## src/rtl/ird_pkg.sv

```systemverilog
package ird_pkg;
    localparam int REG_W      = 32;
    localparam int WORD_BYTES = 4;

    typedef enum logic [2:0] {
        SEL_CTRL  = 3'd0,
        SEL_COUNT = 3'd1,
        SEL_ADDR  = 3'd2,
        SEL_LEVEL = 3'd3,
        SEL_PART  = 3'd4
    } reg_sel_e;

    localparam int CTL_GO    = 0;
    localparam int CTL_ABORT = 1;
    localparam int CTL_BUSY  = 2;
    localparam int CTL_DONE  = 5;

    typedef struct packed {
        logic go;
        logic abort;
        logic ack_done;
    } ctl_cmd_t;

    // bytes consumed by one word: four, or whatever is left
    function automatic logic [REG_W-1:0] take_bytes(input logic [REG_W-1:0] left);
        return (left >= REG_W'(WORD_BYTES)) ? REG_W'(WORD_BYTES) : left;
    endfunction

    // zero the bytes at and above index keep
    function automatic logic [REG_W-1:0] pad_word(input logic [REG_W-1:0] w,
                                                  input logic [2:0] keep);
        logic [REG_W-1:0] r;
        for (int b = 0; b < WORD_BYTES; b++)
            r[b*8 +: 8] = (b < int'(keep)) ? w[b*8 +: 8] : 8'h00;
        return r;
    endfunction
endpackage

```

## src/rtl/ird_buf.sv

```systemverilog
module ird_buf
    import ird_pkg::*;
#(
    parameter int DEPTH = 16,
    localparam int AW = $clog2(DEPTH),
    localparam int LW = AW + 1
) (
    input  logic             clk,
    input  logic             rst,
    input  logic             flush,
    input  logic             push,
    input  logic [REG_W-1:0] wdata,
    input  logic             pop,
    output logic [REG_W-1:0] rdata,
    output logic [LW-1:0]    level
);
    logic [REG_W-1:0] mem [DEPTH];
    logic [AW-1:0]    wp, rp;
    logic             push_ok, pop_ok;

    assign push_ok = push && (level < LW'(DEPTH));
    assign pop_ok  = pop && (level != '0);
    assign rdata   = mem[rp];

    always_ff @(posedge clk) begin
        if (push_ok && !flush) mem[wp] <= wdata;
    end

    always_ff @(posedge clk) begin
        if (rst || flush) begin
            wp    <= '0;
            rp    <= '0;
            level <= '0;
        end else begin
            if (push_ok) wp <= wp + 1'b1;
            if (pop_ok)  rp <= rp + 1'b1;
            level <= level + LW'(push_ok) - LW'(pop_ok);
        end
    end

    a_r7_no_overflow: assert property (@(posedge clk) disable iff (rst)
        push |-> (level < LW'(DEPTH)));
    a_r5_empty_pop: assert property (@(posedge clk) disable iff (rst)
        (pop && level == '0 && !push && !flush) |=> (level == '0));
    a_r5_same_cycle: assert property (@(posedge clk) disable iff (rst)
        (push && pop && level != '0 && level < LW'(DEPTH) && !flush) |=> $stable(level));
endmodule

```

## src/rtl/ird_seq.sv

```systemverilog
module ird_seq
    import ird_pkg::*;
#(
    parameter int LW = 5
) (
    input  logic             clk,
    input  logic             rst,
    input  ctl_cmd_t         cmd,
    input  logic [REG_W-1:0] count_q,
    input  logic [REG_W-1:0] addr_q,
    input  logic [LW-1:0]    level,
    input  logic [LW-1:0]    part,
    input  logic             src_valid,
    input  logic [REG_W-1:0] src_data,
    input  logic             win_rd,
    output logic             busy,
    output logic             done,
    output logic             src_ready,
    output logic [REG_W-1:0] fl_addr,
    output logic             push,
    output logic [REG_W-1:0] push_data,
    output logic             pop,
    output logic             flush
);
    logic [REG_W-1:0] fetch_left, drain_left, fetch_step, drain_step;
    logic             launch, final_pop, done_set;

    assign launch     = cmd.go && !cmd.abort && !busy;
    assign flush      = cmd.abort || launch;
    assign fetch_step = take_bytes(fetch_left);
    assign drain_step = take_bytes(drain_left);
    assign src_ready  = busy && !cmd.abort && (fetch_left != '0) && (level < part);
    assign push       = src_ready && src_valid;
    assign push_data  = pad_word(src_data, fetch_step[2:0]);
    assign pop        = win_rd && (level != '0) && !flush;
    assign final_pop  = pop && busy && (drain_left <= REG_W'(WORD_BYTES));
    assign done_set   = !cmd.abort && (final_pop || (launch && count_q == '0));

    always_ff @(posedge clk) begin
        if (rst) begin
            busy       <= 1'b0;
            fetch_left <= '0;
            drain_left <= '0;
            fl_addr    <= '0;
        end else if (cmd.abort) begin
            busy       <= 1'b0;
            fetch_left <= '0;
            drain_left <= '0;
        end else if (launch) begin
            busy       <= (count_q != '0);
            fetch_left <= count_q;
            drain_left <= count_q;
            fl_addr    <= addr_q;
        end else begin
            if (push) begin
                fetch_left <= fetch_left - fetch_step;
                fl_addr    <= fl_addr + REG_W'(WORD_BYTES);
            end
            if (pop)       drain_left <= drain_left - drain_step;
            if (final_pop) busy <= 1'b0;
        end
    end

    always_ff @(posedge clk) begin
        if (rst)               done <= 1'b0;
        else if (done_set)     done <= 1'b1;
        else if (cmd.ack_done) done <= 1'b0;
    end

    a_r9_cancel_clears: assert property (@(posedge clk) disable iff (rst)
        cmd.abort |=> (!busy && level == '0 && !src_ready));
    a_r9_cancel_no_done: assert property (@(posedge clk) disable iff (rst)
        (cmd.abort && !done) |=> !done);
    a_r7_stall: assert property (@(posedge clk) disable iff (rst)
        (level >= part) |-> !src_ready);
    a_r8_done_idle: assert property (@(posedge clk) disable iff (rst)
        $rose(done) |-> !busy);
    a_r8_set_wins: assert property (@(posedge clk) disable iff (rst)
        (final_pop && cmd.ack_done && !cmd.abort) |=> done);
    a_r3_addr_step: assert property (@(posedge clk) disable iff (rst)
        (push && !cmd.abort) |=> (fl_addr == $past(fl_addr) + REG_W'(WORD_BYTES)));
    a_r10_busy_start: assert property (@(posedge clk) disable iff (rst)
        (busy && cmd.go && !cmd.abort && !pop) |=> $stable(drain_left));
endmodule

```

## src/rtl/ird_ctrl.sv

```systemverilog
module ird_ctrl
    import ird_pkg::*;
#(
    parameter int DEPTH = 16,
    localparam int LW = $clog2(DEPTH) + 1
) (
    input  logic        clk,
    input  logic        rst,
    input  logic        host_we,
    input  logic [2:0]  host_sel,
    input  logic [31:0] host_wdata,
    output logic [31:0] host_rdata,
    input  logic        win_rd,
    output logic [31:0] win_data,
    input  logic        src_valid,
    input  logic [31:0] src_data,
    output logic        src_ready,
    output logic [31:0] fl_addr
);
    reg_sel_e         sel;
    ctl_cmd_t         cmd;
    logic [REG_W-1:0] count_q, addr_q, push_data;
    logic [LW-1:0]    part_q, level;
    logic             busy, done, push, pop, flush, wr_ctl;

    assign sel          = reg_sel_e'(host_sel);
    assign wr_ctl       = host_we && (sel == SEL_CTRL);
    assign cmd.go       = wr_ctl && host_wdata[CTL_GO];
    assign cmd.abort    = wr_ctl && host_wdata[CTL_ABORT];
    assign cmd.ack_done = wr_ctl && host_wdata[CTL_DONE];

    always_ff @(posedge clk) begin
        if (rst) begin
            count_q <= '0;
            addr_q  <= '0;
            part_q  <= LW'(DEPTH / 2);
        end else if (host_we) begin
            case (sel)
                SEL_COUNT: count_q <= host_wdata;
                SEL_ADDR:  addr_q  <= host_wdata;
                SEL_PART:  part_q  <= (host_wdata > REG_W'(DEPTH)) ? LW'(DEPTH)
                                                                   : host_wdata[LW-1:0];
                default: ;
            endcase
        end
    end

    always_comb begin
        host_rdata = '0;
        case (sel)
            SEL_CTRL: begin
                host_rdata[CTL_BUSY] = busy;
                host_rdata[CTL_DONE] = done;
            end
            SEL_COUNT: host_rdata = count_q;
            SEL_ADDR:  host_rdata = addr_q;
            SEL_LEVEL: host_rdata = REG_W'(level);
            SEL_PART:  host_rdata = REG_W'(part_q);
            default:   host_rdata = '0;
        endcase
    end

    ird_seq #(.LW(LW)) u_seq (
        .clk(clk), .rst(rst), .cmd(cmd), .count_q(count_q), .addr_q(addr_q),
        .level(level), .part(part_q), .src_valid(src_valid), .src_data(src_data),
        .win_rd(win_rd), .busy(busy), .done(done), .src_ready(src_ready),
        .fl_addr(fl_addr), .push(push), .push_data(push_data), .pop(pop), .flush(flush)
    );

    ird_buf #(.DEPTH(DEPTH)) u_buf (
        .clk(clk), .rst(rst), .flush(flush), .push(push), .wdata(push_data),
        .pop(pop), .rdata(win_data), .level(level)
    );

    a_r4_level_bound: assert property (@(posedge clk) disable iff (rst)
        level <= LW'(DEPTH));
endmodule

```

## config.mk

```make
export PLATFORM = sky130hd
export DESIGN_NAME = ird_ctrl
export DESIGN_NICKNAME = d
export VERILOG_FILES = /design/src/rtl/ird_pkg.sv /design/src/rtl/ird_buf.sv /design/src/rtl/ird_seq.sv /design/src/rtl/ird_ctrl.sv
export SDC_FILE = /design/constraint.sdc
export NUM_CORES = 1
export LEC_CHECK = 0
export ABC_CLOCK_PERIOD_IN_PS = 5800
export BUFFER_PORTS_ARGS = -buffer_cell sky130_fd_sc_hd__buf_2
export CAP_MARGIN = 5
export CORE_MARGIN = 2
export CORE_UTILIZATION = 50
export DETAILED_ROUTE_END_ITERATION = 8
export PLACE_DENSITY = 0.68
export SLEW_MARGIN = 20
export SYNTH_ARGS = -nofsm -noshare
export SYNTH_HDL_FRONTEND = slang
export SYNTH_SLANG_ARGS = --single-unit
```

## constraint.sdc

```tcl
create_clock -name clk -period 5.8 [get_ports clk]
set_clock_uncertainty 0.1 [all_clocks]
set_input_delay 1.16 -clock clk [delete_from_list [all_inputs] [get_ports clk]]
set_output_delay 1.16 -clock clk [all_outputs]
set_load 0.05 [all_outputs]
```

==> Word-level counts from Yosys, hierarchy flattened <==
Memories as Yosys holds them, arrays and structs flattened. A register that Yosys moved wholly into a read port is not among the register bits.
Index checks and enable logic that the tools add are counted.
{ "word_totals": {"reg_bits": 180, "ram_bits": 512, "output_inout_bits": 97, "wordCells": 99, "n_memories": 1} }
{ "op_classes": {"add_sub_neg": 7, "order_cmp": 10, "n_eq_ne": 4, "n_mux": 26, "bitwise": 1, "reduce_logical": 39} }
{ "mem_list": {"columns": ["name", "depth", "word_bits", "rd", "rd_ports_with_merged_regs", "wr", "line", "text"], "rows": [
  ["u_buf.mem", 16, 32, 1, 1, 1, "ird_buf.sv:17", "logic [REG_W-1:0] mem [DEPTH];"]
]} }
{ "ops": {"columns": ["operator", "count"], "rows": [
  ["$mux 32", 8],
  ["$ge 32x3->1 const B", 2],
  ["$reduce_bool 32->1", 2],
  ["$sub 32x32->32", 2],
  ["$pmux 26 s2", 1],
  ["$add 32x3->32 const B", 1],
  ["$gt 32x5->1 const B", 1],
  ["$le 32x3->1 const B", 1],
  ["$logic_not 32->1", 1],
  ["$mux 8", 4],
  ["$logic_and 1x1->1", 19],
  ["$pmux 2 s4", 2],
  ["$add 4x1->4 const B", 2],
  ["$mux 4", 2],
  ["$reduce_and 2->1", 4],
  ["$reduce_bool 2->1", 4],
  ["$eq 3x2->1 const B", 2],
  ["$lt 1x3->1 const A", 2],
  ["$lt 2x3->1 const A", 2],
  ["$mux 1", 6],
  ["$add 5x1->5", 1],
  ["$lt 5x5->1", 1],
  ["$lt 5x5->1 const B", 1],
  ["$mux 5", 1],
  ["other kinds (11)", 15]
]} }

==> Logic depth before layout (Yosys ltp) <==
{ "depth": {"ltp_word": 14, "ltp_mapped": 16} }

==> Modules after synthesis <==
A second synthesis with hierarchy kept.
{ "unflattened": {"cells_unflattened": 2053, "area_unflattened_um2": 29180.5} }
{ "modules_own_cells": {"columns": ["module", "instances", "cells_per_inst", "area_each_um2", "seq_area_each_um2"], "rows": [
  ["ird_buf", 1, 893, 19972.9, 15715.1],
  ["ird_seq", 1, 781, 5989.5, 1961.9],
  ["ird_ctrl", 1, 379, 3218.1, 1381.3]
]} }

==> Least setup slack after synthesis <==
No wires, ideal clock.
{ "synth_path": {"kind": "input -> register", "start": "input port host_sel[2]", "end": "memory u_buf.mem[1][0] (enable)", "setup_time_ps": 461, "arrival_time_ps": 4997, "required_ps": 5239, "path_slack_ps": 242, "stages": 10, "path_cell_list": "clkbuf_1 nor4b_2 a21oi_1 o31ai_1 a21o_1 buf_4 buf_4 nor2_1 nand3_1 nor3_1"} }
{ "synth_between": {"elab_chain_len": 12} }
{ "synth_rtl": {"columns": ["element", "line", "text"], "rows": [
  ["start, declared", "ird_ctrl.sv:10", "input logic [2:0] host_sel,"],
  ["$logic_not 3->1", "ird_ctrl.sv:27", "assign wr_ctl = host_we && (sel == SEL_CTRL);"],
  ["$logic_and 1x1->1", "ird_ctrl.sv:27", null],
  ["$logic_and 1x1->1", "ird_ctrl.sv:29", "assign cmd.abort = wr_ctl && host_wdata[CTL_ABORT];"],
  ["$logic_not 1->1", "ird_seq.sv:32", "assign src_ready = busy && !cmd.abort && (fetch_left != '0) && (level < part);"],
  ["$logic_and 1x1->1 (3 in a row)", "ird_seq.sv:32", null],
  ["$logic_and 1x1->1", "ird_seq.sv:33", "assign push = src_ready && src_valid;"],
  ["$logic_and 1x1->1", "ird_buf.sv:21", "assign push_ok = push && (level < LW'(DEPTH));"],
  ["named net u_buf.push_ok", "ird_buf.sv:19", "logic push_ok, pop_ok;"],
  ["$logic_and 1x1->1", "ird_buf.sv:26", "if (push_ok && !flush) mem[wp] <= wdata;"],
  ["$mux 1", "ird_buf.sv:26", null],
  ["$mux 1 (implied by the code)", "ird_buf.sv:26", null],
  ["end, declared", "ird_buf.sv:17", null]
]} }
The timed path passes the listed nets, and every way through them passes these cells.

==> Final worst setup path <==
{ "layout_path": {"start": "register u_seq.fetch_left[16]", "end": "output port src_ready"} }
{ "layout_between": {"elab_chain_len": 3} }
{ "layout_rtl": {"columns": ["element", "line", "text"], "rows": [
  ["start, declared", "ird_seq.sv:25", "logic [REG_W-1:0] fetch_left, drain_left, fetch_step, drain_step;"],
  ["start signal, assigned", "ird_seq.sv:51", "fetch_left <= count_q;"],
  ["start signal, assigned", "ird_seq.sv:56", "fetch_left <= fetch_left - fetch_step;"],
  ["$reduce_bool 32->1", "ird_seq.sv:32", null],
  ["$logic_and 1x1->1 (2 in a row)", "ird_seq.sv:32", null],
  ["end, declared", "ird_ctrl.sv:17", "output logic src_ready,"]
]} }
Every way passes these cells.

==> flow_summary.yaml <==
cells_and_area:
  finalNetCount: 2183
  syn2layout_area_growth_pct: 14.6
  utilization: 0.580
  drive_gt1_frac: 0.241
  final_area_sq_mm: 0.0328
drt:
  wl_per_cell_um: 24.2
  drtIter0Drc: 1701
  num_vias: 17700
  wl_um: 70200
  vias_per_cell: 6.11
  ant_nets: 0
  firstDrtPassIters: 8
  route.detailed.drc: 0
global_routing:
  grt_util_all_layers: 0.237
  grt_max_degree: 98
  grt_pass1_vias: 18100
  grt_pass1_wl_um: 107000
  antenna_found_initial: 0
  globalRouteOverflowTotal: 0
worst_setup_path:
  path_class: "flip-flop to primary output"
  r2r_start: "part_q[1]"
  worstPathArrival_ns: 3.59
  end_kind: "primary output"
  crit_path_start_kind: "flip-flop"
  worstSetupStartpoint: "u_seq.fetch_left[16]"
  crit_required_ns: 4.54
  path_max_fanout: 17
synth:
  synth_edf_count: 512
  yosysMostFrequentCell: "edfxtp_1"
  synthArstFlopShare: 0
  ys.flop_type: "edfxtp_1"
  ys_types: 70
  syn_inst: 1922
  synth_top_area_frac: 0.537
  ys_seq_elements: 696
  synth.area.top_cells: "edfxtp_1 (54%), dfxtp_1 (13%), mux4_2 (13%)"
  synth_warnings: 0
  netlist_area_sq_mm: 0.0286
  synth_seq_area_share: 0.666
  yosys.area.top_type: "edfxtp_1"
  avgSynthCellArea_sq_um: 14.9
  synth_commonest_cells: "edfxtp_1 (512), nand2_1 (230), dfxtp_1 (184)"
clocking:
  cts_setup_buffers: 0
  cts.sink_count: 696
  clock_latency_ns: 0.60
  numCtsBuffers: 72
  cts_tree: "built"
  path_clk_slew_ns: 0.06
  post_cts_resized: 0
  h-tree-depth: 3
  cts_hold_buf: 0
  cts_buffer_depth: 3
  cts_root_buf: "clkbuf_16"
placed_design:
  placed_cell_area_sq_mm: 0.0304
  dp_hpwl_um: 44400
  port_buffers: 168
  gp_congestion: 0.874
power_and_ir_drop:
  seqPwrFrac: 0.439
  power.density_mw_per_mm2: 393
  switchingPower_uw: 3610
  p_leak_uw: 0.0107
  p_sw_frac: 0.280
  pwr-share-comb: 0.202
  p_int_uw: 9260
  peakVddDrop_uv: 270
  total_power_uw: 12900
  pwr-share-clk: 0.359
floorplan:
  fp.dieArea_sq_mm: 0.0592
  start_util: 0.507
  die_y_um: 243
  ioPinCount: 169
  core_sq_mm: 0.0565
  die_x_um: 243
  num_rows: 87
hold_path:
  min_from: "u_seq.fl_addr[0]"
  hold_path_class: "flip-flop to flip-flop"
run:
  maxCapViolations: 0
sta:
  max_freq_ghz: 0.206
  finalSetupViolations: 0
  slew_viol_final: 0
  hold_viol_final: 0
  fin_crit_ns: 4.85
  slew_headroom: 0.263
  tightest_slew_ns: 1.11
  fin_crit_sh: 0.836
  rsz0062_at_grt: "false"
  worst_hold_slack_ns: 0.354
  finalSetupTns_ns: 0
outcome:
  status: "finished, final reports clean"
## cells in the final DEF, fill, tap and decap left out, drive strengths merged, types with 7 or more instances in the layout
master	n
edfxtp	512
nand2	230
buf	208
dfxtp	184
mux4	160
a21oi	100
clkbuf	95
nor2	93
a31oi	49
inv	31
or3	29
a22o	29
o21ai	28
nor3	27
or4	26
nor4	25
nand3	23
a211oi	21
o311ai	20
nor2b	20
and2	20
o211ai	19
nand4	18
ha	18
clkinv	16
xnor2	14
xor2	13
nand2b	10
a22oi	9
o21a	8
o22ai	8
a311oi	8
bufinv	8
mux2i	7
or2	7
## power groups by stage
stage	clock [uW]	sequential (uW)	combinational, uW
5_1_grt	4860	5680	2820
4_1_cts	4690	5650	2620
2_1_floorplan	0	5610	2140
6_report	4620	5650	2610
3_3_place_gp	0	5750	2560
3_5_place_dp	0	5750	2600
## state kept, by name (all words and copies together), names as in the netlist, named ones only
name              flops
addr_q               32
count_q              32
part_q                5
u_buf.level           5
u_buf.mem           512
u_buf.rp              4
u_buf.wp              4
u_seq.busy            1
u_seq.done            1
u_seq.drain_left     32
u_seq.fetch_left     32
u_seq.fl_addr        32
## final timing paths
kind / slack [ns] / to / depth (start not counted)
worst max register to register: 1.59 / u_buf.mem[5][23] / 10
worst min register to register: 0.35 / u_seq.fl_addr[0] / 2
worst min-delay path: 0.35 / u_seq.fl_addr[0] / 2
worst max-delay path: 0.95 / src_ready / 7
## cell type report
class / instances / area [sq um]
fill: 4342 / 23700
sequential: 696 / 19100
multi-input combinational: 1088 / 9140
clock buffer: 95 / 1970
timing repair buffer: 208 / 1180
tap: 756 / 946
clock inverter: 30 / 375
inverter: 26 / 97.6
antenna: 2 / 5.00
## cell families (layout without fill, tap and decap cells)
group | count (synthesis) | count (layout) | synth area share
xor+xnor | 27 | 27 | 0.00826
buf+inv | 139 | 359 | 0.0198
fa+ha+maj | 19 | 19 | 0.00857
mux | 169 | 169 | 0.129
other cells | 1 | 4 | 0.000131
compound gates | 320 | 320 | 0.0741
simple gates | 551 | 551 | 0.0939
flops | 696 | 696 | 0.666
## routing by layer
metal	up-vias	share of wire	track usage
li1	7905	-	-
met1	8999	0.40	0.306
met2	680	0.51	0.402
met3	129	0.066	0.0438
met4	0	0.027	0.0832
met5	-	0	0
## metrics by stage
stage | setup slack [ns] | cells
after floorplan | 0.242 | 1923
after global placement | 0.896 | 2774
after detailed placement | 0.854 | 2774
after CTS | 0.956 | 2899
after global routing | 0.673 | 2899
final | 0.951 | 2901
## worst max-delay path: stages (launching register included)
cell	delay, ns
dfxtp_1	0.37
nor4_1	0.62
and4b_1	0.41
and4_1	0.21
buf_4	0.29
nand2_1	0.44
and4b_1	0.40
buf_2	0.23
Power figures use the tool's default switching activity.
